<file path="src/rtl/lirq_pkg.sv">
package lirq_pkg;
    localparam int IRQ_W = 16;
    localparam int IDX_W = $clog2(IRQ_W);

    localparam int B_SSI = 1;
    localparam int B_MSI = 3;
    localparam int B_STI = 5;
    localparam int B_MTI = 7;
    localparam int B_SEI = 9;
    localparam int B_MEI = 11;
    localparam int B_COF = 13;

    localparam int NPRIO = 7;
    // highest priority first
    localparam int PRIO_ORDER [NPRIO] = '{B_MEI, B_MSI, B_MTI, B_SEI, B_SSI, B_STI, B_COF};

    localparam logic [1:0] PRV_U = 2'd0;
    localparam logic [1:0] PRV_S = 2'd1;
    localparam logic [1:0] PRV_M = 2'd3;

    typedef enum logic [2:0] {
        SEL_MPEND = 3'd0,
        SEL_MENAB = 3'd1,
        SEL_SPEND = 3'd2,
        SEL_SENAB = 3'd3,
        SEL_DLG   = 3'd4
    } csr_sel_e;

    typedef struct packed {
        logic [IRQ_W-1:0] pend;
        logic [IRQ_W-1:0] ie;
        logic [IRQ_W-1:0] dlg;
    } lirq_regs_t;

    function automatic logic [IRQ_W-1:0] bitm(input int b);
        return IRQ_W'(1) << b;
    endfunction
endpackage

</file>
<file path="src/rtl/lirq_state.sv">
module lirq_state
    import lirq_pkg::*;
#(
    parameter bit HAS_OVF = 1'b1
) (
    input  logic             clk,
    input  logic             rst_n,
    input  logic             m_ext_i,
    input  logic             m_sw_i,
    input  logic             m_tmr_i,
    input  logic             s_ext_set_i,
    input  logic             s_sw_set_i,
    input  logic             s_tmr_set_i,
    input  logic             ovf_set_i,
    input  logic             csr_we_i,
    input  logic [2:0]       csr_sel_i,
    input  logic [IRQ_W-1:0] csr_wdata_i,
    output lirq_regs_t       regs_o
);
    localparam logic [IRQ_W-1:0] OVF_MASK = HAS_OVF ? bitm(B_COF) : '0;
    localparam logic [IRQ_W-1:0] SW_MASK  = bitm(B_SSI) | bitm(B_STI) | bitm(B_SEI) | OVF_MASK;
    localparam logic [IRQ_W-1:0] LVL_MASK = bitm(B_MSI) | bitm(B_MTI) | bitm(B_MEI);
    localparam logic [IRQ_W-1:0] IE_MASK  = SW_MASK | LVL_MASK;

    lirq_regs_t regs_d, regs_q;
    logic [IRQ_W-1:0] hw_set, lvl, wmask;

    always_comb begin
        regs_d = regs_q;
        hw_set = '0;
        hw_set[B_SEI] = s_ext_set_i;
        hw_set[B_SSI] = s_sw_set_i;
        hw_set[B_STI] = s_tmr_set_i;
        hw_set[B_COF] = ovf_set_i;
        hw_set = hw_set & SW_MASK;
        lvl = '0;
        lvl[B_MEI] = m_ext_i;
        lvl[B_MSI] = m_sw_i;
        lvl[B_MTI] = m_tmr_i;
        wmask = SW_MASK & regs_q.dlg;

        if (csr_we_i) begin
            case (csr_sel_e'(csr_sel_i))
                SEL_MPEND: regs_d.pend = (regs_q.pend & ~SW_MASK) | (csr_wdata_i & SW_MASK);
                SEL_MENAB: regs_d.ie   = csr_wdata_i & IE_MASK;
                SEL_SPEND: regs_d.pend = (regs_q.pend & ~wmask) | (csr_wdata_i & wmask);
                SEL_SENAB: regs_d.ie   = (regs_q.ie & ~regs_q.dlg) | (csr_wdata_i & regs_q.dlg);
                SEL_DLG:   regs_d.dlg  = csr_wdata_i & SW_MASK;
                default:   regs_d = regs_q;
            endcase
        end
        // hardware set wins over a same-cycle software clear
        regs_d.pend = (regs_d.pend & SW_MASK) | hw_set | lvl;
    end

    always_ff @(posedge clk or negedge rst_n) begin
        if (!rst_n) regs_q <= '0;
        else        regs_q <= regs_d;
    end

    assign regs_o = regs_q;
endmodule

</file>
<file path="src/rtl/lirq_prio.sv">
module lirq_prio
    import lirq_pkg::*;
(
    input  logic [IRQ_W-1:0] cand_i,
    output logic             hit_o,
    output logic [IDX_W-1:0] idx_o
);
    always_comb begin
        hit_o = |cand_i;
        idx_o = '0;
        // walk lowest to highest so the highest priority overrides
        for (int k = NPRIO - 1; k >= 0; k--) begin
            if (cand_i[PRIO_ORDER[k]]) idx_o = IDX_W'(PRIO_ORDER[k]);
        end
    end
endmodule

</file>
<file path="src/rtl/lirq_ctrl.sv">
module lirq_ctrl
    import lirq_pkg::*;
#(
    parameter bit HAS_OVF = 1'b1
) (
    input  logic             clk,
    input  logic             rst_n,
    input  logic             m_ext_i,
    input  logic             m_sw_i,
    input  logic             m_tmr_i,
    input  logic             s_ext_set_i,
    input  logic             s_sw_set_i,
    input  logic             s_tmr_set_i,
    input  logic             ovf_set_i,
    input  logic [1:0]       priv_i,
    input  logic             m_gie_i,
    input  logic             s_gie_i,
    input  logic             csr_we_i,
    input  logic [2:0]       csr_sel_i,
    input  logic [IRQ_W-1:0] csr_wdata_i,
    output logic [IRQ_W-1:0] csr_rdata_o,
    output logic             irq_valid_o,
    output logic [IDX_W-1:0] irq_cause_o,
    output logic             irq_to_s_o
);
    localparam int NTGT = 2; // 0: machine target, 1: supervisor target

    lirq_regs_t       regs;
    logic [IRQ_W-1:0] cand [NTGT];
    logic             hit  [NTGT];
    logic [IDX_W-1:0] idx  [NTGT];
    logic             m_take, s_take;

    lirq_state #(.HAS_OVF(HAS_OVF)) u_state (
        .clk         (clk),
        .rst_n       (rst_n),
        .m_ext_i     (m_ext_i),
        .m_sw_i      (m_sw_i),
        .m_tmr_i     (m_tmr_i),
        .s_ext_set_i (s_ext_set_i),
        .s_sw_set_i  (s_sw_set_i),
        .s_tmr_set_i (s_tmr_set_i),
        .ovf_set_i   (ovf_set_i),
        .csr_we_i    (csr_we_i),
        .csr_sel_i   (csr_sel_i),
        .csr_wdata_i (csr_wdata_i),
        .regs_o      (regs)
    );

    always_comb begin
        cand[0] = regs.pend & regs.ie & ~regs.dlg;
        cand[1] = regs.pend & regs.ie & regs.dlg;
    end

    for (genvar g = 0; g < NTGT; g++) begin : g_pick
        lirq_prio u_prio (
            .cand_i (cand[g]),
            .hit_o  (hit[g]),
            .idx_o  (idx[g])
        );
    end

    always_comb begin
        m_take = hit[0] && ((priv_i != PRV_M) || m_gie_i);
        s_take = hit[1] && ((priv_i == PRV_U) || ((priv_i == PRV_S) && s_gie_i));
        irq_valid_o = m_take || s_take;
        irq_to_s_o  = !m_take && s_take;
        irq_cause_o = m_take ? idx[0] : (s_take ? idx[1] : '0);
    end

    always_comb begin
        case (csr_sel_e'(csr_sel_i))
            SEL_MPEND: csr_rdata_o = regs.pend;
            SEL_MENAB: csr_rdata_o = regs.ie;
            SEL_SPEND: csr_rdata_o = regs.pend & regs.dlg;
            SEL_SENAB: csr_rdata_o = regs.ie & regs.dlg;
            SEL_DLG:   csr_rdata_o = regs.dlg;
            default:   csr_rdata_o = '0;
        endcase
    end
endmodule

</file>
<file path="config.mk">
export PLATFORM = sky130hd
export DESIGN_NAME = lirq_ctrl
export DESIGN_NICKNAME = d
export VERILOG_FILES = /design/src/rtl/lirq_pkg.sv /design/src/rtl/lirq_state.sv /design/src/rtl/lirq_prio.sv /design/src/rtl/lirq_ctrl.sv
export SDC_FILE = /design/constraint.sdc
export NUM_CORES = 1
export LEC_CHECK = 0
export BUFFER_PORTS_ARGS = -buffer_cell sky130_fd_sc_hd__clkbuf_2
export CORE_ASPECT_RATIO = 1.2
export CORE_MARGIN = 3
export CORE_UTILIZATION = 44
export DETAILED_ROUTE_END_ITERATION = 10
export PLACE_DENSITY = 0.75
export SLEW_MARGIN = 30
export SYNTH_ARGS = -nofsm -noshare
export SYNTH_HDL_FRONTEND = slang
export SYNTH_SLANG_ARGS = --single-unit
</file>
<file path="constraint.sdc">
create_clock -name clk -period 1.5 [get_ports clk]
set_clock_uncertainty 0.05 [all_clocks]
set_input_delay 0.15 -clock clk [delete_from_list [all_inputs] [get_ports clk]]
set_output_delay 0.15 -clock clk [all_outputs]
set_load 0.02 [all_outputs]
</file>
# Word level (Yosys, flattened, before mapping)
# Index checks and enable logic that the tools add are counted.
# word_totals
ff_bits	36
# classes
eq_ne	6
mux	21
bitwise	14
reduce_logical	15
# ops
cell	count
case mux 16 bit (5 select lines)	1
bitwise AND 16 x 14 -> 16 bit	4
two-way mux 4 bit	16
bitwise AND 16 bit	3
two-way mux 46 bit	1
case mux 16 bit (2 select lines)	1
OR reduction 16 bit	2
OR 14 bit	2
case mux 14 bit (2 select lines)	1
inverter 14 -> 16 bit	1
OR 16 x 12 -> 16 bit	1
OR 16 bit	1
bitwise AND 14 bit	1
two-way mux 14 bit	1
OR 13 x 14 -> 14 bit	1
== test 3 x 2 -> 1 bit (second input constant)	2
logical AND 1 bit	4
AND reduction 2 bit	2
== test 3 x 1 -> 1 bit (second input constant)	1
== test 3 bit (second input constant)	1
zero test 3 bit	1
logical OR 1 bit	3
== test 2 x 1 -> 1 bit (second input constant)	1
zero test 2 bit	1
other kinds (3)	3

# Longest topological paths before layout
# logic_depth
ltp_word	11
mapped_depth	5
mapped_depth_nobuf	4

# Modules after synthesis
# A second synthesis with hierarchy kept.
# hier_totals
cells_unflattened	255
hier_area_um2	2259.7
# by_module_without_submodules
module	n_inst	cells_per_inst	area_each_um2	seq_area_each_um2
lirq_state	1	97	1194.9	675.6
lirq_ctrl	1	130	862.1	0.0
lirq_prio	2	14	101.3	0.0

# Worst setup path before layout
# OpenSTA, ideal clock, no wires.
# synth_path
path_kind	register -> output
from	reg u_state.regs_q[39] (netlist: u_state.regs_o[39])
to	out irq_to_s_o
arrival_time_ps	1309
setup_slack_ps	-9
stages_incl_launch_ff	5
n_path_buf	0
path_cell_list	dfrtp_1 > a22o_1 > a21oi_1 > a31o_2 > nor2b_1
# synth_between
elab_chain_len	6
# synth_lines
item	line	text
from (decl)	lirq_state.sv:25	lirq_regs_t regs_d, regs_q;
from (signal assigned)	lirq_state.sv:58	else regs_q <= regs_d;
bitwise AND 16 bit *	lirq_ctrl.sv:51, lirq_ctrl.sv:52	
bitwise AND 16 bit	lirq_ctrl.sv:51	cand[0] = regs.pend & regs.ie & ~regs.dlg;
OR reduction 16 bit	lirq_prio.sv:9	hit_o = |cand_i;
logical AND 1 bit	lirq_ctrl.sv:64	m_take = hit[0] && ((priv_i != PRV_M) || m_gie_i);
zero test 1 bit	lirq_ctrl.sv:67	irq_to_s_o = !m_take && s_take;
logical AND 1 bit *	lirq_ctrl.sv:67	
to (decl)	lirq_ctrl.sv:24	output logic irq_to_s_o
# Mark *: on every way between the ends. The rest lies on a longest branch, timed or not.

==> results list <==
- Each instance of the synthesized netlist takes up on average around 11 um2.
* Met3 track demand over resource in global routing: 0.01848
- Vias per inst: approximately 5.2
- The smallest clock period supported by the final layout is computed as 2019 ps.
- Detailed-placement wirelength estimate: 2.878 mm
- After clock tree synthesis, the clock-pin slew on the worst setup and hold paths is roughly 150 ps.
- Number of nets in the finished design: between 200 and 300
* Die Outline Area: between 4000 and 5000 um2
- Commonest non-fill, non-tap cell in the layout: sky130_fd_sc_hd__clkbuf_2
- Number of register bits inferred by synthesis: 27
- Compared with the post-synthesis result, the final layout area differs by 48.67%.
- Setup violations remaining at the end of the flow were counted as 10.
- Max Clock Freq: between 0.4 and 0.5 GHz
* Hold violation total from the final report: 0
* Number of distinct library cell variants in the gate-level netlist after synthesis: 30
- Worst Hold Endpoint: u_state.regs_o[1]$_DFFE_PN0P_
* Die X-Extent: ~59 um
- Final setup TNS: -2699 ps
* Count of input and output buffers: 45
* Worst VDD drop: ~0.0009 V
- Fin area: 2236 um2
* Ratio of cells with drive above 1 in the final layout: 0.4405
- Largest net degree at the start of global routing: 28
- Number of nets with antenna violations after detailed routing: 0
- Critical path fanouts, max: 3
* Pre-CTS worst setup slack: -166.9 ps
- Power per standard cell area: 977.2 nW/um2
- Count of pins on the block boundary: 55
- Summed over all cells, the static leakage comes to approximately 1.1 nW.
* Arrival time at the worst endpoint: around 1800 ps
- After global routing the overflow that remains totals 0.
- For this run, global-route usage on met1 was measured as 0.2444.
* Vias in the first global route: between 1k and 1.5k
- Cell depth of the worst flop-to-flop path: 4
- The startpoint identified for the worst hold timing path is csr_wdata_i[1].
- Highest-count cells in the layout ignoring fill and taps: 32 x sky130_fd_sc_hd__clkbuf_2, 26 x sky130_fd_sc_hd__dfrtp_1, 22 x sky130_fd_sc_hd__buf_4, 12 x sky130_fd_sc_hd__nand2_1, 12 x sky130_fd_sc_hd__dlygate4sd3_1
* Clk root buf: sky130_fd_sc_hd__clkbuf_4
- Min-Delay Path Class: input pin to flip-flop
* GRT Total Usage: 0.2032
- In this run the most used layer during global routing was met2.
- The placed instances occupy a cell area of 1949 um2.
- The repair_antennas step left the layout with diodes totalling 0.
- The floorplan has 22 rows.
* Total length of routed wires: a little under 4 mm
- Period Utilization, post-route: 1.346
- Detailed routing inserted a total of approximately 1.4k vias.
* Worst path cell trace: a22o_1, a21oi_2, a31o_4, mux2_4, buf_8
* Worst Slack Setup Final: -519.2 ps
- Unrepaired setup endpoints after global routing: yes
- Reg2Reg Setup Slack: about 190 ps
- Headroom to the max-slew limit came out at 0.5524.
- Before antenna repair, the detailed router went through 4 iterations.
- Max stage delay on crit path: between 400 and 500 ps
* Max stage delay cell, worst path: sky130_fd_sc_hd__dfrtp_1
* Number of antenna violations at the first check in global routing: 0
- The first global-routing pass estimated between 6 and 7 mm of wire.
* Total core area: between 3000 and 4000 um2
* Slew at the pin closest to its max-slew limit: roughly 670 ps
* Proportion of synthesized chip area in sequential cells: 0.4493
- The worst setup path is of the flip-flop to output port kind.
- Remaining design rule violation count: 0
* Drt initial violations: 45
- Final Hold Slack: 11.51 ps
* Clock buffer count from CTS: 3
* Die height: roughly 70 um
- STA classifies the critical path endpoint as an output port.
- Counting every net in the synthesized netlist gives ~180.
* Post-synth design cell area: between 1500 and 2000 um2
* Per-cell routed wire length: ~15 um
* Violated checks: negative setup slack
- Slew Limit Fails: 0
- TritonCTS built the clock tree.
- STA classifies the critical path startpoint as a flip-flop.
- Outcome: finished, violations left
- CTS sink count: 27
* Number of standard cells after synthesis: 143
* Starting density of the core: 0.4751
- The longest clock path from root to sink contains 2 buffers.
- Met2 Use GR: 0.3657
- The later pin in the worst-skew pair is clocked with a latency of 340 ps.
* GPL Wtd Cong: approximately 0.78
- Max-cap check violation count: 0
* FF-to-FF Start: u_state.regs_o[5]$_DFFE_PN0P_
- The filler cells instantiated in the layout total roughly 240.
* Number of warnings printed during yosys synthesis: 0
- Required time of the critical path: about 1300 ps
* Hold depth: 2
- In this run the number of H-tree levels came out at 1.
==> logic make-up after synthesis <==
group / synth area share
buf+inv: 0.02745
compound gates: 0.09401
flops: 0.4493
simple gates: 0.2637
mux: 0.1656
==> cells in the mapped netlist <==
cell	number	area (um2)
sky130_fd_sc_hd__nor2_1	10	37.54
sky130_fd_sc_hd__a21boi_0	1	7.510
sky130_fd_sc_hd__and2_1	10	62.56
sky130_fd_sc_hd__a32o_1	1	10.01
sky130_fd_sc_hd__o21ai_0	3	15.01
sky130_fd_sc_hd__nand3b_4	2	40.04
sky130_fd_sc_hd__nand2b_1	5	31.28
sky130_fd_sc_hd__and3b_1	2	17.52
sky130_fd_sc_hd__nor2b_1	11	68.82
sky130_fd_sc_hd__a21oi_1	3	15.01
sky130_fd_sc_hd__a31o_2	1	8.760
sky130_fd_sc_hd__nor3b_2	3	37.54
sky130_fd_sc_hd__mux2_4	4	60.06
sky130_fd_sc_hd__nand3_1	4	20.02
sky130_fd_sc_hd__buf_4	4	30.03
sky130_fd_sc_hd__a221oi_1	1	8.760
sky130_fd_sc_hd__mux2i_1	11	110.1
sky130_fd_sc_hd__dfrtp_1	27	675.7
sky130_fd_sc_hd__nand3b_1	2	15.01
sky130_fd_sc_hd__mux2_1	5	56.30
sky130_fd_sc_hd__o31ai_1	4	30.03
sky130_fd_sc_hd__a22o_1	1	8.760
sky130_fd_sc_hd__o21ai_1	5	25.02
sky130_fd_sc_hd__a31oi_1	2	12.51
sky130_fd_sc_hd__nand2_1	12	45.04
sky130_fd_sc_hd__mux2_2	2	22.52
sky130_fd_sc_hd__nor3_1	3	15.01
sky130_fd_sc_hd__nor2_2	1	6.260
sky130_fd_sc_hd__inv_1	2	7.510
sky130_fd_sc_hd__inv_2	1	3.750
==> repair_timing <==
action | 4_1_cts | 5_1_grt
gates resized for setup | 17 | 28
buffers inserted | 0 | 1
pin swaps | 3 | 6
hold buffers | 12 | 0
hold endpoints to repair | 38 | 0
setup endpoints to repair | 10 | 13
==> routing by layer <==
layer,share of wire,vias up
met1,0.40,644
met2,0.54,39
met4,0.020,0
met3,0.037,11
met5,0,-
li1,-,668
==> stage by stage <==
step	power (mW)	std cells	util
finish	2.185	263	0.7063
global route	2.303	263	0.7063
CTS	2.109	263	0.6870
detailed placement	1.655	247	0.6158
global placement	1.624	247	0.6158
floorplan	1.310	143	-
==> power breakdown <==
group / switching, mW / internal [mW] / leakage [nW]
Combinational: 0.441 / 0.535 / 0.792
Clock: 0.241 / 0.103 / 0.0139
Sequential: 0.0607 / 0.804 / 0.328
Total: 0.743 / 1.44 / 1.13
==> critical path, delay by kind of cell (launching register included) <==
family                 cells  cell delay, ps
muxes                      1             310
buffers and inverters      1             130
AOI/OAI and AO/OA          3             620
DFF                        1             420
==> area by class of cell <==
| class | count | area [um2] | area share |
|---|---|---|---|
| clock inverters | 1 | 7.507 | 0.003358 |
| multi-input cells | 109 | 843.3 | 0.3772 |
| flip-flops and latches | 27 | 676.9 | 0.3027 |
| well taps | 36 | 45.04 | 0.02015 |
| inverters | 3 | 11.26 | 0.005036 |
| repair buffers | 84 | 629.4 | 0.2815 |
| clock buffers | 3 | 22.52 | 0.01007 |
==> how the worst max path moves through the flow <==
stage                                       startpoint              to  slack [ps]  depth (start not counted)
final                                        flip-flop  irq_cause_o[3]        -520                          5
after global placement    u_state.regs_o[39]$_DFF_PN0_  irq_cause_o[3]        -110                          5
after floorplan           u_state.regs_o[39]$_DFF_PN0_  irq_cause_o[3]           6                          4
after global routing                         flip-flop  irq_cause_o[3]        -580                          5
after detailed placement  u_state.regs_o[45]$_DFF_PN0_  irq_cause_o[3]        -170                          5
after CTS                                    flip-flop  irq_cause_o[3]        -510                          5
Note: power is estimated with default switching activity, not from simulation.
